File: src/rtl/qpos_pkg.sv
package qpos_pkg;
  localparam int unsigned ADDR_W = 3;
  localparam int unsigned CTL_W  = 16;

  localparam logic [ADDR_W-1:0] A_POS   = 3'd0;
  localparam logic [ADDR_W-1:0] A_CEIL  = 3'd1;
  localparam logic [ADDR_W-1:0] A_DEC   = 3'd2;
  localparam logic [ADDR_W-1:0] A_MAIN  = 3'd3;
  localparam logic [ADDR_W-1:0] A_IEN   = 3'd4;
  localparam logic [ADDR_W-1:0] A_FLAG  = 3'd5;
  localparam logic [ADDR_W-1:0] A_CLR   = 3'd6;

  localparam int unsigned B_SRC_HI  = 15;
  localparam int unsigned B_SRC_LO  = 14;
  localparam int unsigned B_BOTH    = 11;
  localparam int unsigned B_RUN     = 3;
  localparam int unsigned B_OVF     = 6;
  localparam int unsigned B_UNF     = 5;
  localparam int unsigned B_GLOBAL  = 0;

  typedef enum logic [1:0] {
    SRC_QUAD = 2'b00,
    SRC_PDIR = 2'b01,
    SRC_UP   = 2'b10,
    SRC_DOWN = 2'b11
  } src_mode_t;
endpackage

File: src/rtl/qpos_sync_edge.sv
module qpos_sync_edge #(
  parameter int unsigned W      = 2,
  parameter int unsigned STAGES = 2
) (
  input  logic         clk,
  input  logic         rst_n,
  input  logic [W-1:0] raw_in,
  output logic [W-1:0] cur,
  output logic [W-1:0] prev
);
  logic [W-1:0] chain_q [STAGES];
  logic [W-1:0] prev_q;

  generate
    for (genvar s = 0; s < STAGES; s++) begin : g_stage
      logic [W-1:0] d_in;
      if (s == 0) begin : g_first
        assign d_in = raw_in;
      end else begin : g_next
        assign d_in = chain_q[s-1];
      end
      always_ff @(posedge clk or negedge rst_n) begin
        if (!rst_n) chain_q[s] <= '0;
        else        chain_q[s] <= d_in;
      end
    end
  endgenerate

  always_ff @(posedge clk or negedge rst_n) begin
    if (!rst_n) prev_q <= '0;
    else        prev_q <= chain_q[STAGES-1];
  end

  assign cur  = chain_q[STAGES-1];
  assign prev = prev_q;
endmodule

File: src/rtl/qpos_step_decode.sv
module qpos_step_decode
  import qpos_pkg::*;
(
  input  src_mode_t  mode,
  input  logic       both_edges,
  input  logic [1:0] cur,    // {A, B}
  input  logic [1:0] prev,   // {A, B}
  output logic       step,
  output logic       up
);
  logic a_rise, a_fall, a_chg, b_chg;

  always_comb begin
    a_chg  = cur[1] ^ prev[1];
    b_chg  = cur[0] ^ prev[0];
    a_rise = cur[1] & ~prev[1];
    a_fall = ~cur[1] & prev[1];
    step   = 1'b0;
    up     = 1'b1;
    unique case (mode)
      SRC_QUAD: begin
        step = a_chg ^ b_chg;          // exactly one input moved
        up   = cur[1] ^ prev[0];       // A leading B counts up
      end
      SRC_PDIR: begin
        step = a_rise;
        up   = cur[0];
      end
      SRC_UP: begin
        step = a_rise | (both_edges & a_fall);
        up   = 1'b1;
      end
      SRC_DOWN: begin
        step = a_rise | (both_edges & a_fall);
        up   = 1'b0;
      end
      default: begin
        step = 1'b0;
        up   = 1'b1;
      end
    endcase
  end
endmodule

File: src/rtl/qpos_position.sv
module qpos_position #(
  parameter int unsigned CNT_W = 32
) (
  input  logic             clk,
  input  logic             rst_n,
  input  logic             run_en,
  input  logic             step,
  input  logic             up,
  input  logic             ld_req,
  input  logic [CNT_W-1:0] ld_val,
  input  logic [CNT_W-1:0] ceil_val,
  output logic [CNT_W-1:0] count,
  output logic             ovf_p,
  output logic             unf_p
);
  logic [CNT_W-1:0] cnt_q, cnt_d;
  logic             cnt_en;

  always_comb begin
    cnt_d  = cnt_q;
    cnt_en = 1'b0;
    ovf_p  = 1'b0;
    unf_p  = 1'b0;
    if (ld_req) begin
      // a write to the position always wins the cycle; refused if above ceiling
      if (ld_val <= ceil_val) begin
        cnt_d  = ld_val;
        cnt_en = 1'b1;
      end
    end else if (run_en && step) begin
      cnt_en = 1'b1;
      if (up) begin
        if (cnt_q >= ceil_val) begin
          cnt_d = '0;
          ovf_p = 1'b1;
        end else begin
          cnt_d = cnt_q + 1'b1;
        end
      end else begin
        if (cnt_q == '0) begin
          cnt_d = ceil_val;
          unf_p = 1'b1;
        end else begin
          cnt_d = cnt_q - 1'b1;
        end
      end
    end
  end

  always_ff @(posedge clk or negedge rst_n) begin
    if (!rst_n)      cnt_q <= '0;
    else if (cnt_en) cnt_q <= cnt_d;
  end

  assign count = cnt_q;
endmodule

File: src/rtl/qpos_irq_flags.sv
module qpos_irq_flags
  import qpos_pkg::*;
(
  input  logic             clk,
  input  logic             rst_n,
  input  logic             ovf_p,
  input  logic             unf_p,
  input  logic             ovf_en,
  input  logic             unf_en,
  input  logic             clr_wr,
  input  logic [CTL_W-1:0] clr_val,
  output logic [CTL_W-1:0] flags,
  output logic             irq
);
  logic ovf_q, unf_q, glb_q, irq_q;
  logic ovf_d, unf_d, glb_d;
  logic irq_c;

  always_comb begin
    irq_c = (ovf_q & ovf_en) | (unf_q & unf_en);
    ovf_d = ovf_p | (ovf_q & ~(clr_wr & clr_val[B_OVF]));
    unf_d = unf_p | (unf_q & ~(clr_wr & clr_val[B_UNF]));
    glb_d = (irq_c & ~irq_q) | (glb_q & ~(clr_wr & clr_val[B_GLOBAL]));
  end

  always_ff @(posedge clk or negedge rst_n) begin
    if (!rst_n) begin
      ovf_q <= 1'b0;
      unf_q <= 1'b0;
      glb_q <= 1'b0;
      irq_q <= 1'b0;
    end else begin
      ovf_q <= ovf_d;
      unf_q <= unf_d;
      glb_q <= glb_d;
      irq_q <= irq_c;
    end
  end

  always_comb begin
    flags           = '0;
    flags[B_OVF]    = ovf_q;
    flags[B_UNF]    = unf_q;
    flags[B_GLOBAL] = glb_q;
  end

  assign irq = irq_c;
endmodule

File: src/rtl/qpos_counter.sv
module qpos_counter
  import qpos_pkg::*;
#(
  parameter int unsigned CNT_W       = 32,
  parameter int unsigned SYNC_STAGES = 2
) (
  input  logic              clk,
  input  logic              rst_n,
  input  logic              enc_a,
  input  logic              enc_b,
  input  logic              bus_wr,
  input  logic [ADDR_W-1:0] bus_addr,
  input  logic [CNT_W-1:0]  bus_wdata,
  output logic [CNT_W-1:0]  bus_rdata,
  output logic              irq
);
  localparam int unsigned PAD_W = CNT_W - CTL_W;

  logic [CNT_W-1:0] ceil_q;
  logic [CTL_W-1:0] dec_q, main_q, ien_q;
  logic             wr_ceil, wr_dec, wr_main, wr_ien, wr_clr, wr_pos;

  logic [1:0]       enc_cur, enc_prev;
  logic             step, up, ovf_p, unf_p, run_en;
  logic [CNT_W-1:0] count;
  logic [CTL_W-1:0] flags;
  src_mode_t        mode;

  always_comb begin
    wr_pos  = bus_wr && (bus_addr == A_POS);
    wr_ceil = bus_wr && (bus_addr == A_CEIL);
    wr_dec  = bus_wr && (bus_addr == A_DEC);
    wr_main = bus_wr && (bus_addr == A_MAIN);
    wr_ien  = bus_wr && (bus_addr == A_IEN);
    wr_clr  = bus_wr && (bus_addr == A_CLR);
  end

  always_ff @(posedge clk or negedge rst_n) begin
    if (!rst_n)       ceil_q <= '1;
    else if (wr_ceil) ceil_q <= bus_wdata;
  end

  always_ff @(posedge clk or negedge rst_n) begin
    if (!rst_n)      dec_q <= '0;
    else if (wr_dec) dec_q <= bus_wdata[CTL_W-1:0];
  end

  always_ff @(posedge clk or negedge rst_n) begin
    if (!rst_n)       main_q <= '0;
    else if (wr_main) main_q <= bus_wdata[CTL_W-1:0];
  end

  always_ff @(posedge clk or negedge rst_n) begin
    if (!rst_n)      ien_q <= '0;
    else if (wr_ien) ien_q <= bus_wdata[CTL_W-1:0];
  end

  assign mode   = src_mode_t'(dec_q[B_SRC_HI:B_SRC_LO]);
  assign run_en = main_q[B_RUN];

  qpos_sync_edge #(.W(2), .STAGES(SYNC_STAGES)) u_sync (
    .clk    (clk),
    .rst_n  (rst_n),
    .raw_in ({enc_a, enc_b}),
    .cur    (enc_cur),
    .prev   (enc_prev)
  );

  qpos_step_decode u_dec (
    .mode       (mode),
    .both_edges (dec_q[B_BOTH]),
    .cur        (enc_cur),
    .prev       (enc_prev),
    .step       (step),
    .up         (up)
  );

  qpos_position #(.CNT_W(CNT_W)) u_pos (
    .clk      (clk),
    .rst_n    (rst_n),
    .run_en   (run_en),
    .step     (step),
    .up       (up),
    .ld_req   (wr_pos),
    .ld_val   (bus_wdata),
    .ceil_val (ceil_q),
    .count    (count),
    .ovf_p    (ovf_p),
    .unf_p    (unf_p)
  );

  qpos_irq_flags u_irq (
    .clk     (clk),
    .rst_n   (rst_n),
    .ovf_p   (ovf_p),
    .unf_p   (unf_p),
    .ovf_en  (ien_q[B_OVF]),
    .unf_en  (ien_q[B_UNF]),
    .clr_wr  (wr_clr),
    .clr_val (bus_wdata[CTL_W-1:0]),
    .flags   (flags),
    .irq     (irq)
  );

  always_comb begin
    unique case (bus_addr)
      A_POS:   bus_rdata = count;
      A_CEIL:  bus_rdata = ceil_q;
      A_DEC:   bus_rdata = {{PAD_W{1'b0}}, dec_q};
      A_MAIN:  bus_rdata = {{PAD_W{1'b0}}, main_q};
      A_IEN:   bus_rdata = {{PAD_W{1'b0}}, ien_q};
      A_FLAG:  bus_rdata = {{PAD_W{1'b0}}, flags};
      default: bus_rdata = '0;
    endcase
  end
endmodule

File: config.mk
export PLATFORM = sky130hd
export DESIGN_NAME = qpos_counter
export DESIGN_NICKNAME = d
export VERILOG_FILES = /design/src/rtl/qpos_pkg.sv /design/src/rtl/qpos_sync_edge.sv /design/src/rtl/qpos_step_decode.sv /design/src/rtl/qpos_position.sv /design/src/rtl/qpos_irq_flags.sv /design/src/rtl/qpos_counter.sv
export SDC_FILE = /design/constraint.sdc
export NUM_CORES = 1
export LEC_CHECK = 0
export ABC_AREA = 1
export BUFFER_PORTS_ARGS = -buffer_cell sky130_fd_sc_hd__buf_2
export CAP_MARGIN = 20
export CORE_UTILIZATION = 40
export DETAILED_ROUTE_END_ITERATION = 8
export GPL_TIMING_DRIVEN = 0
export MAX_ROUTING_LAYER = met4
export PLACE_DENSITY_LB_ADDON = 0.12
export SLEW_MARGIN = 10
export SYNTH_ARGS = -nofsm -noshare
export SYNTH_HDL_FRONTEND = slang
export SYNTH_SLANG_ARGS = --single-unit
File: constraint.sdc
create_clock -name clk -period 4.83 [get_ports clk]
set_input_delay 0.483 -clock clk [delete_from_list [all_inputs] [get_ports clk]]
set_output_delay 0.483 -clock clk [all_outputs]
set_load 0.1 [all_outputs]
==> results.json <==
{
  "outcome": "finished, final reports clean",
  "synth_cells": 1577,
  "drv_cap": 0,
  "gp_congestion": 1.04,
  "gr-usage-all-layers_pct": 35.2,
  "grt_overflow": 0,
  "power_uw": 6730,
  "arrival_ns": 3.19,
  "dp_cells": 1979,
  "wl_per_cell_um": 21.7,
  "syn_to_final_growth_pct": 14.0,
  "finalSetupViolations": 0,
  "grt_pass1_wl_mm": 65.4,
  "cts_buffers": 17,
  "yosysWarningCount": 0,
  "die_h_um": 162,
  "cts-htree-levels": 4,
  "cts_sinks": 122,
  "syn_nets": 1686,
  "ys.flop_type": "dfrtp_1",
  "clock_skew_ns": 0.0123,
  "rsz0062_at_grt": "no",
  "drc": 0,
  "design.die.area_um2": 26300,
  "wirelength_mm": 43.7,
  "period_minus_slack_ns": 3.67,
  "crit_family": "buffers and inverters",
  "vdd_ir_drop_max_mv": 0.271,
  "hold_viol": 0,
  "antenna_found_initial": 0,
  "clk_pin_slew_ns": 0.07,
  "start_kind": "primary input",
  "hp-class": "in -> reg",
  "fin_nets": 1778,
  "layoutNonFillerInstCount": 2014,
  "fill_cells": 2715,
  "die-width_um": 162,
  "crit_chain": "buf_2 > inv_1 > nor2_1 > nand2_1 > clkinv_1 > clkbuf_1 > nand2_1 > o21ai_0 > a221oi_1 > o21ai_0 > buf_2",
  "pin_count": 73,
  "period_share_pct": 76.0,
  "end_kind": "primary output",
  "drive_gt1_share_pct": 13.4,
  "worstMarginPinSlew_ns": 1.08,
  "critPathBufInv": 5,
  "synth_edf_count": 0,
  "layout_common_cells": "nand2_1, nor2_1, nand3_1",
  "synth_cell_types": 41,
  "power.density_nw_per_um2": 576,
  "ys_seq_area_share_pct": 30.1,
  "drt_pre_antenna_iters": 6,
  "coreArea_um2": 25200,
  "async_flop_share_pct": 100,
  "ctsResizeCount": 0,
  "criticalPathCategory": "in -> out",
  "setup-tns-final_ns": 0,
  "clockBufferDepth": 2,
  "power.leakage_uw": 0.00580,
  "grt_pass1_vias": 10500,
  "cp.required_ns": 4.35,
  "drt_iter0_drc": 1155,
  "rows": 58,
  "cts_tree": "yes",
  "netlist_area_um2": 10300,
  "dp_hpwl_mm": 34.1,
  "crit_fanout": 10,
  "clock-root-buffer": "clkbuf_16",
  "syn_avg_cell_area_um2": 6.51,
  "io_buffers": 71,
  "worstSkewPairLatency_ns": 0.44,
  "synth-seq-cells": 122,
  "layout_commonest_cell": "nand2_1",
  "max_freq_mhz": 273,
  "drt.antenna.violating_nets": 0,
  "slew_headroom_pct": 27.9,
  "slowest_stage": "a221oi_1",
  "grt_max_degree": 81,
  "drv_slew": 0,
  "max_stage_delay_ns": 0.87,
  "via_count": 11400,
  "start_util_pct": 40.8,
  "viasPerCell": 5.64
}
[flip-flops by register name, indices dropped and copies added (netlist names)]
| register | flops |
|---|---|
| ien_q | 16 |
| u_irq.irq_q | 1 |
| u_sync.cur | 2 |
| ceil_q | 32 |
| u_irq.ovf_q | 1 |
| u_sync.g_stage.d_in | 2 |
| u_pos.count | 32 |
| main_q | 16 |
| u_irq.glb_q | 1 |
| u_sync.prev | 2 |
| u_irq.unf_q | 1 |
| dec_q | 16 |
[power breakdown]
part | switching, uW | internal (uW)
Sequential | 273 | 1300
Combinational | 2680 | 1050
Clock | 598 | 828
Total | 3550 | 3190
[metal layers]
metal  GRT usage [%]  part of all wire, %  vias up
met2            48.6                   41      557
met4            12.6                  3.1        0
met5               -                    0        -
met3            6.79                   10       83
li1                -                    -     5317
met1            50.6                   46     5407
[worst register-to-register path, stage by stage, from the launching register on]
cell	delay [ns]
dfstp_2	0.56
inv_1	0.12
ha_1	0.33
nand2_1	0.07
nor2_1	0.18
nand4_1	0.27
nor2_1	0.33
nand2_1	0.09
nand2_1	0.10
nand2_2	0.14
nand2_1	0.42
buf_2	0.45
nand2_1	0.14
nand2_1	0.09
[stage by stage]
step	cell area [um2]	setup slack [ns]	hold slack (ns)	utilization (%)
2_1_floorplan	10300	1.28	0.187	-
3_3_place_gp	11000	1.32	0.342	43.8
3_5_place_dp	11100	1.29	0.337	43.9
4_1_cts	11700	1.29	0.137	46.4
5_1_grt	11700	1.02	0.140	46.4
6_report	11700	1.16	0.144	46.4
[cell type report]
type	count	area, um2	share of cell area, %
diodes	2	5.00	0.0428
plain buffers	74	389	3.33
clock buffers	18	429	3.67
clock inverters	14	186	1.59
inverters	148	556	4.75
multi-input cells	1233	6220	53.2
flip-flops and latches	122	3090	26.4
well taps	330	413	3.53
repair buffers	73	399	3.41
[synthesized netlist by cell type, types with 2 or more instances]
library cell,instances,area share (%)
nand2_1,465,17
nor2_1,222,8.1
nand3_1,153,7.5
inv_1,143,5.2
o21ai_0,107,5.2
dfrtp_1,90,22
a21oi_1,81,4.0
ha_1,69,8.4
clkbuf_1,34,1.2
dfstp_2,32,8.2
buf_2,26,1.3
o22ai_1,24,1.5
nor2_4,15,1.6
xor2_1,13,1.1
nand4_1,12,0.73
a221oi_1,11,0.94
nor2_2,11,0.67
nand2_2,10,0.61
buf_6,9,0.99
nor3_1,7,0.34
inv_2,4,0.15
o21a_1,4,0.29
o21ai_1,4,0.20
o221ai_1,4,0.34
buf_4,3,0.22
nand2_4,3,0.33
nor4_1,3,0.18
a21oi_2,2,0.17
buf_1,2,0.073
nor2_8,2,0.39
xnor2_1,2,0.17
[final timing paths]
kind / start / to / slack (ns) / cells past startpoint
max in group asynchronous: rst_n / ceil_q[11] / 3.51 / 3
max: bus_addr[0] / bus_rdata[14] / 1.16 / 11
max reg2reg: ceil_q[7] / u_pos.count[1] / 1.45 / 13
min reg2reg: u_sync.g_stage[1].d_in[1] / u_sync.cur[1] / 0.35 / 0
min in group asynchronous: rst_n / u_pos.count[29] / 0.53 / 2
min: enc_a / u_sync.g_stage[1].d_in[1] / 0.14 / 1
[logic make-up after synthesis]
family,after synthesis,share of synthesized area [%]
and+or+nand+nor,909,38.1
AOI/OAI and AO/OA,240,12.9
buffers and inverters,222,9.20
DFF,122,30.1
adders and majority gates,69,8.41
xor gates and xnor gates,15,1.28
[what timing repair did]
| item | CTS | global route |
|---|---|---|
| buffers inserted | 0 | 0 |
| hold buffers | 1 | 0 |
| hold endpoints to repair | 17 | 0 |
(Power assumes the default switching activity.)
